**src/rtl/tmr_pkg.sv**
```systemverilog
package tmr_pkg;

    localparam int NCMP = 4;

    typedef enum logic [2:0] {
        CLR_FREE = 3'd0,
        CLR_CMPA = 3'd1,
        CLR_CMPB = 3'd2,
        CLR_PAIR = 3'd3,
        CLR_BAD4 = 3'd4,
        CLR_CMPC = 3'd5,
        CLR_CMPD = 3'd6,
        CLR_BAD7 = 3'd7
    } clr_sel_e;

    typedef enum logic [1:0] {
        EDG_RISE = 2'd0,
        EDG_FALL = 2'd1,
        EDG_BOTH = 2'd2,
        EDG_BAD  = 2'd3
    } edge_sel_e;

    typedef enum logic [2:0] {
        SRC_D1   = 3'd0,
        SRC_D2   = 3'd1,
        SRC_D4   = 3'd2,
        SRC_D8   = 3'd3,
        SRC_D32  = 3'd4,
        SRC_PIN  = 3'd5,
        SRC_BAD6 = 3'd6,
        SRC_BAD7 = 3'd7
    } src_sel_e;

    typedef struct packed {
        clr_sel_e  clr;
        edge_sel_e edg;
        src_sel_e  src;
    } ctrl_t;

endpackage

```
**src/rtl/tmr_prescaler.sv**
```systemverilog
module tmr_prescaler #(
    parameter  int DIV_W = 5,
    localparam int SH_W  = $clog2(DIV_W + 1)
) (
    input  logic            clk,
    input  logic            rst_n,
    input  logic [SH_W-1:0] shift_i,
    output logic            tick_o
);

    logic [DIV_W-1:0] div_d, div_q;
    logic [DIV_W-1:0] mask;

    always_comb begin
        div_d  = div_q + 1'b1;
        mask   = ~({DIV_W{1'b1}} << shift_i);
        tick_o = ((div_q & mask) == mask);
    end

    always_ff @(posedge clk or negedge rst_n) begin
        if (!rst_n) div_q <= '0;
        else        div_q <= div_d;
    end

endmodule

```
**src/rtl/tmr_edge_det.sv**
```systemverilog
module tmr_edge_det #(
    parameter int SYNC_N = 2
) (
    input  logic clk,
    input  logic rst_n,
    input  logic pin_i,
    output logic rise_o,
    output logic fall_o
);

    logic [SYNC_N:0] sh_d, sh_q;

    always_comb begin
        sh_d   = {sh_q[SYNC_N-1:0], pin_i};
        rise_o =  sh_q[SYNC_N-1] & ~sh_q[SYNC_N];
        fall_o = ~sh_q[SYNC_N-1] &  sh_q[SYNC_N];
    end

    always_ff @(posedge clk or negedge rst_n) begin
        if (!rst_n) sh_q <= '0;
        else        sh_q <= sh_d;
    end

endmodule

```
**src/rtl/tmr_clear_sel.sv**
```systemverilog
module tmr_clear_sel
    import tmr_pkg::*;
#(
    parameter int CNT_W = 16
) (
    input  clr_sel_e                     code_i,
    input  logic [CNT_W-1:0]             cnt_i,
    input  logic [NCMP-1:0][CNT_W-1:0]   cmp_i,
    input  logic                         sync_mode_i,
    input  logic                         clr_in_i,
    output logic                         cmp_hit_o,
    output logic                         pair_hit_o,
    output logic                         bad_o
);

    logic [NCMP-1:0] eq;

    for (genvar g = 0; g < NCMP; g++) begin : g_eq
        assign eq[g] = (cnt_i == cmp_i[g]);
    end

    always_comb begin
        cmp_hit_o  = 1'b0;
        pair_hit_o = 1'b0;
        bad_o      = 1'b0;
        case (code_i)
            CLR_CMPA: cmp_hit_o  = eq[0];
            CLR_CMPB: cmp_hit_o  = eq[1];
            CLR_CMPC: cmp_hit_o  = eq[2];
            CLR_CMPD: cmp_hit_o  = eq[3];
            CLR_PAIR: pair_hit_o = sync_mode_i & clr_in_i;
            CLR_BAD4,
            CLR_BAD7: bad_o      = 1'b1;
            default:  ;
        endcase
    end

endmodule

```
**src/rtl/tmr_channel.sv**
```systemverilog
module tmr_channel
    import tmr_pkg::*;
#(
    parameter  int CNT_W  = 16,
    parameter  int DIV_W  = 5,
    parameter  int SYNC_N = 2,
    localparam int SEL_W  = $clog2(NCMP)
) (
    input  logic             clk,
    input  logic             rst_n,
    input  logic             run_i,
    input  logic             sync_mode_i,
    input  logic             ext_en_i,
    input  logic             ext_clk_i,
    input  logic             ctrl_we_i,
    input  logic [7:0]       ctrl_wdata_i,
    input  logic             cmp_we_i,
    input  logic [SEL_W-1:0] cmp_sel_i,
    input  logic [CNT_W-1:0] cmp_wdata_i,
    input  logic             clr_in_i,
    output logic             clr_out_o,
    output logic [CNT_W-1:0] count_o,
    output logic [7:0]       ctrl_o
);

    localparam int SH_W = $clog2(DIV_W + 1);

    typedef struct packed {
        logic [CNT_W-1:0]           cnt;
        ctrl_t                      ctrl;
        logic [NCMP-1:0][CNT_W-1:0] cmp;
    } state_t;

    state_t st_d, st_q;

    logic [SH_W-1:0] shift_sel;
    logic            pre_tick;
    logic            pin_rise, pin_fall;
    logic            cmp_hit, pair_hit, clr_bad;
    logic            src_bad, edge_bad, pin_tick, tick, active;

    // divide selection for the prescaler
    always_comb begin
        case (st_q.ctrl.src)
            SRC_D2:  shift_sel = SH_W'(1);
            SRC_D4:  shift_sel = SH_W'(2);
            SRC_D8:  shift_sel = SH_W'(3);
            SRC_D32: shift_sel = SH_W'(DIV_W);
            default: shift_sel = '0;
        endcase
    end

    tmr_prescaler #(.DIV_W(DIV_W)) u_pre (
        .clk     (clk),
        .rst_n   (rst_n),
        .shift_i (shift_sel),
        .tick_o  (pre_tick)
    );

    tmr_edge_det #(.SYNC_N(SYNC_N)) u_edge (
        .clk    (clk),
        .rst_n  (rst_n),
        .pin_i  (ext_clk_i),
        .rise_o (pin_rise),
        .fall_o (pin_fall)
    );

    tmr_clear_sel #(.CNT_W(CNT_W)) u_clr (
        .code_i      (st_q.ctrl.clr),
        .cnt_i       (st_q.cnt),
        .cmp_i       (st_q.cmp),
        .sync_mode_i (sync_mode_i),
        .clr_in_i    (clr_in_i),
        .cmp_hit_o   (cmp_hit),
        .pair_hit_o  (pair_hit),
        .bad_o       (clr_bad)
    );

    always_comb begin
        src_bad  = (st_q.ctrl.src == SRC_BAD6) || (st_q.ctrl.src == SRC_BAD7);
        edge_bad = (st_q.ctrl.edg == EDG_BAD);

        case (st_q.ctrl.edg)
            EDG_RISE: pin_tick = ext_en_i & pin_rise;
            EDG_FALL: pin_tick = ext_en_i & pin_fall;
            EDG_BOTH: pin_tick = ext_en_i & (pin_rise | pin_fall);
            default:  pin_tick = 1'b0;
        endcase

        tick   = (st_q.ctrl.src == SRC_PIN) ? pin_tick : pre_tick;
        active = run_i & ~(src_bad | edge_bad | clr_bad);

        st_d = st_q;
        if (ctrl_we_i) st_d.ctrl = ctrl_t'(ctrl_wdata_i);
        if (cmp_we_i)  st_d.cmp[cmp_sel_i] = cmp_wdata_i;

        if (active) begin
            if (pair_hit || (tick && cmp_hit)) st_d.cnt = '0;
            else if (tick)                     st_d.cnt = st_q.cnt + 1'b1;
        end

        clr_out_o = active & tick & cmp_hit;
    end

    always_ff @(posedge clk or negedge rst_n) begin
        if (!rst_n) st_q <= '0;
        else        st_q <= st_d;
    end

    assign count_o = st_q.cnt;
    assign ctrl_o  = st_q.ctrl;

endmodule

```
**config.mk**
```make
export PLATFORM = sky130hd
export DESIGN_NAME = tmr_channel
export DESIGN_NICKNAME = d
export VERILOG_FILES = /design/src/rtl/tmr_pkg.sv /design/src/rtl/tmr_prescaler.sv /design/src/rtl/tmr_edge_det.sv /design/src/rtl/tmr_clear_sel.sv /design/src/rtl/tmr_channel.sv
export SDC_FILE = /design/constraint.sdc
export NUM_CORES = 1
export LEC_CHECK = 0
export ABC_AREA = 1
export ABC_CLOCK_PERIOD_IN_PS = 3450
export BUFFER_PORTS_ARGS = -buffer_cell sky130_fd_sc_hd__buf_2
export CAP_MARGIN = 40
export CORE_ASPECT_RATIO = 1.75
export CORE_MARGIN = 3
export CORE_UTILIZATION = 65
export CTS_BUF_LIST = sky130_fd_sc_hd__clkbuf_8
export DETAILED_ROUTE_END_ITERATION = 12
export GPL_ROUTABILITY_DRIVEN = 1
export GPL_TIMING_DRIVEN = 0
export PLACE_DENSITY = 0.87
export SYNTH_ARGS = -nofsm -noshare
export SYNTH_HDL_FRONTEND = slang
export SYNTH_SLANG_ARGS = --single-unit
```
**constraint.sdc**
```tcl
create_clock -name clk -period 3.45 [get_ports clk]
set_clock_uncertainty 0.15 [all_clocks]
set_input_delay 0.69 -clock clk [delete_from_list [all_inputs] [get_ports clk]]
set_output_delay 0.69 -clock clk [all_outputs]
set_load 0.01 [all_outputs]
```
==> metrics.md <==
| Metric | Value |
|---|---|
| CP delay by family, top | simple AND/OR/NAND/NOR gates |
| Worst Path Buf+Inv | 6 |
| CTS Sinks | 96 |
| Worst r2r src | ctrl_o[5] |
| CP startpoint | ctrl_o[5] |
| DR pass1 iterations | 5 |
| Flip-flop and latch area | 0.002404 sq mm |
| Hpwl dp | 11,020 um |
| Vias | 4,961 |
| Placed cell area | 0.005789 sq mm |
| Fin crit share | 0.9811 |
| DR DRC count | 0 |
| Headroom to the max-slew limit | 0.6189 |
| Ys flop type | dfrtp_1 |
| P&R area growth vs syn | 13.09% |
| Fmax | 0.2954 GHz |
| Worst vdd ir | 357.1 uV |
| WL/cell | 16.77 um |
| Placed Cells | 841 |
| Crit. End Element | output port |
| R2r endpoint | count_o[13] |
| Vias in the first global route | 4,980 |
| Initial antenna violation count | 0 |
| First-pass GRT wire length | 23,090 um |
| Pwr/cell area | 513.0 mW/mm^2 |
| Multiplexer share of the synthesized area | 0 |
| Synth cell types | 28 |
| Setup slack, reg-to-reg | 0.79 ns |
| CTS max path bufs | 2 |
| Final Wtd Congestion | 0.9491 |
| WP data arrival | 2.54 ns |
| Area fraction in compound gates after synthesis | 0.09960 |
| Post-Synthesis Net Count | 738 |
| Layout cells sized above 1 | 0.2031 |
| Number of H-tree levels | 3 |
| Post-Syn Instances | 691 |
| Maximum Capacitance Violations | 0 |
| FF-to-FF path depth | 16 |
| Seq cells post-synth | 96 |
| Fin. Hold Viols | 0 |
| Largest family of logic cells by synthesized area | simple AND/OR/NAND/NOR gates |
| Wire length on met1 | 5283 um |
| Largest net degree at the start of global routing | 70 |
| CTS Buf Count | 9 |
| Antenna Cells | 0 |
| Fraction of registers with async set or reset after synthesis | 1.000 |
| Hold WC Path Type | input port to asynchronous set/reset pin |
| Die Wd | 74.59 um |
| Chip Height | 126.0 um |
| Initial Utilization | 0.6721 |
| Port Buffer Count | 59 |
| Avg Inst Size Synth | 7.744 sq um |
| CP Cell Sequence | inv_2 > ha_4 > buf_6 > inv_2 > buf_6 > nand3_2 > nand4_1 > nand2_2 > o21ai_2 > inv_1 > nand4_1 > nor2_1 > nand3_1 > nor2_1 > buf_2 |
| Post-synthesis simple-gate area fraction | 0.2862 |
| Final non-filler cell total | 863 |
| CTS Root Cell | clkbuf_8 |
| Final Routed Wirelength | 14,470 um |
| Sequential fraction of the synthesis area | 0.4489 |
| Maximum fanout along the worst path | 10 |
| IO Pins | 60 |
| Wire length on met3 | 699 um |
| Adder-cell area share of the yosys netlist | 0.02806 |
| GRT Util Overall | 0.3205 |
| Post-Synth XOR/XNOR Area | 0.01637 |
| Antenna violation net count after detailed routing | 0 |
| Nature of the critical path startpoint | flop |
| Outcome | completed |
| CTS tree | yes |
| Filler cell count | 626 |
| Final instance area | 0.006052 sq mm |
| CP peak stage delay | 0.46 ns |
| Post-Syn Area | 0.005351 sq mm |
| Via/cell ratio | 5.749 |
| CP max stage cell | dfrtp_2 |
| Fin nets | 815 |
| Post-Route Setup TNS | 0 ns |
| Post-synth EDFFs | 0 |
| Reg clk slew, reported paths | 0.09 ns |
| Placeable Area | 0.007963 sq mm |
| Crit Path Category | flop to output port |
| Final setup viols | 0 |
| Clock period minus final worst setup slack | 3.385 ns |
| Later-pin clock latency in the skew report | 0.38 ns |
| DR iter-0 viols | 351 |
| Total power | 3.105 mW |
| WP data required | 2.61 ns |
| Synth warn | 0 |
| Global route overflow | 0 |
| Worst-Margin Slew | 0.5716 ns |
| Row cnt | 43 |
| Commonest non-fill, non-tap cells in the layout | 196 x nand2_1, 95 x dfrtp_1, 84 x o21ai_0, 77 x inv_1, 62 x buf_2 |
| Top routing layer in use | met4 |
| Most common cell after layout, fill and taps aside | nand2_1 |
| WL met2 | 7812 um |
| Static Leakage | 3.219 nW |
| Slew Viols, Final | 0 |
| Area of the die | 0.009401 sq mm |
| Multi-input logic area | 0.002345 sq mm |
stage by stage:
stage          setup WS, ns  hold slack, ns  utilization
2_1_floorplan        0.8587          0.1812            -
3_3_place_gp         0.4541          0.1867       0.7233
3_5_place_dp         0.4208          0.1917       0.7271
4_1_cts             0.02411         0.08340       0.7492
5_1_grt            -0.03133         0.08622       0.7601
6_report            0.06521         0.06978       0.7601
cell families after synthesis:
kind of cell / count (synthesis)
AO/OA/AOI/OAI: 99
XOR/XNOR: 10
adder cells (fa/ha/maj): 12
buffers and inverters: 131
flip-flops: 96
AND/OR/NAND/NOR: 343
metal layers:
metal  GRT usage  vias up
met1      0.3456     2350
met5           0        -
li1            -     2354
met2      0.5822      202
met3     0.04473       55
met4      0.1614        0
cell usage after synthesis (2+ instances only):
cell      instances  area, sq um
nand3_1          58        290.3
a21oi_1           4        20.02
nand4_1          29        181.4
buf_2             4        20.02
nor3_1            4        20.02
nor2_4            2        22.52
nand2_1         198        743.2
nor2_2            3        18.77
dfrtp_1          96         2402
nand2_2           3        18.77
clkbuf_1         14        52.55
nand3_2           7        70.07
buf_4            25        187.7
xor2_1            9        78.83
nor2_1           34        127.6
buf_6             6        67.56
inv_2             3        11.26
o21ai_0          85        425.4
inv_1            78        292.8
ha_1             12        150.1
a21oi_2          10        87.58
repair_timing:
action                                  in CTS  in global routing
pin swaps                                    0                  3
gates cloned                                 0                  1
endpoints found under the setup margin       1                  1
gates resized for setup                      2                 13
hold buffers                                 0                  0
setup buffers                                0                  5
power by group:
| group | switching (mW) | internal, mW |
|---|---|---|
| registers | 0.176 | 1.30 |
| clock network | 0.399 | 0.278 |
| logic | 0.566 | 0.383 |
sequential cells by signal, summed over array words and instances, names as in the netlist:
| register | count |
|---|---|
| count_o | 16 |
| ctrl_o | 8 |
| st_q | 64 |
| u_edge.sh_q | 3 |
| u_pre.div_q | 5 |
final cells by class:
cell class | count | area share
Sequential cell | 96 | 0.3971
Timing Repair Buffer | 66 | 0.06078
Clock buffer | 10 | 0.02274
Buffer | 50 | 0.05706
Clock inverter | 6 | 0.005995
Tap cell | 90 | 0.01861
Multi-Input combinational cell | 464 | 0.3874
Inverter | 81 | 0.05024
worst max path at each step:
stage | to | cells after the start
after floorplan | clr_out_o | 12
after global placement | clr_out_o | 14
after detailed placement | clr_out_o | 15
after CTS | clr_out_o | 13
after global routing | clr_out_o | 15
final | clr_out_o | 15
worst reg2reg max path: cells and delay by family (launching register included):
family	cells	cell delay (ns)
and+or+nand+nor	9	1.09
buffers and inverters	5	0.62
adders and majority gates	1	0.15
AOI/OAI and AO/OA	1	0.08
DFF	1	0.46
(Power assumes the default switching activity.)
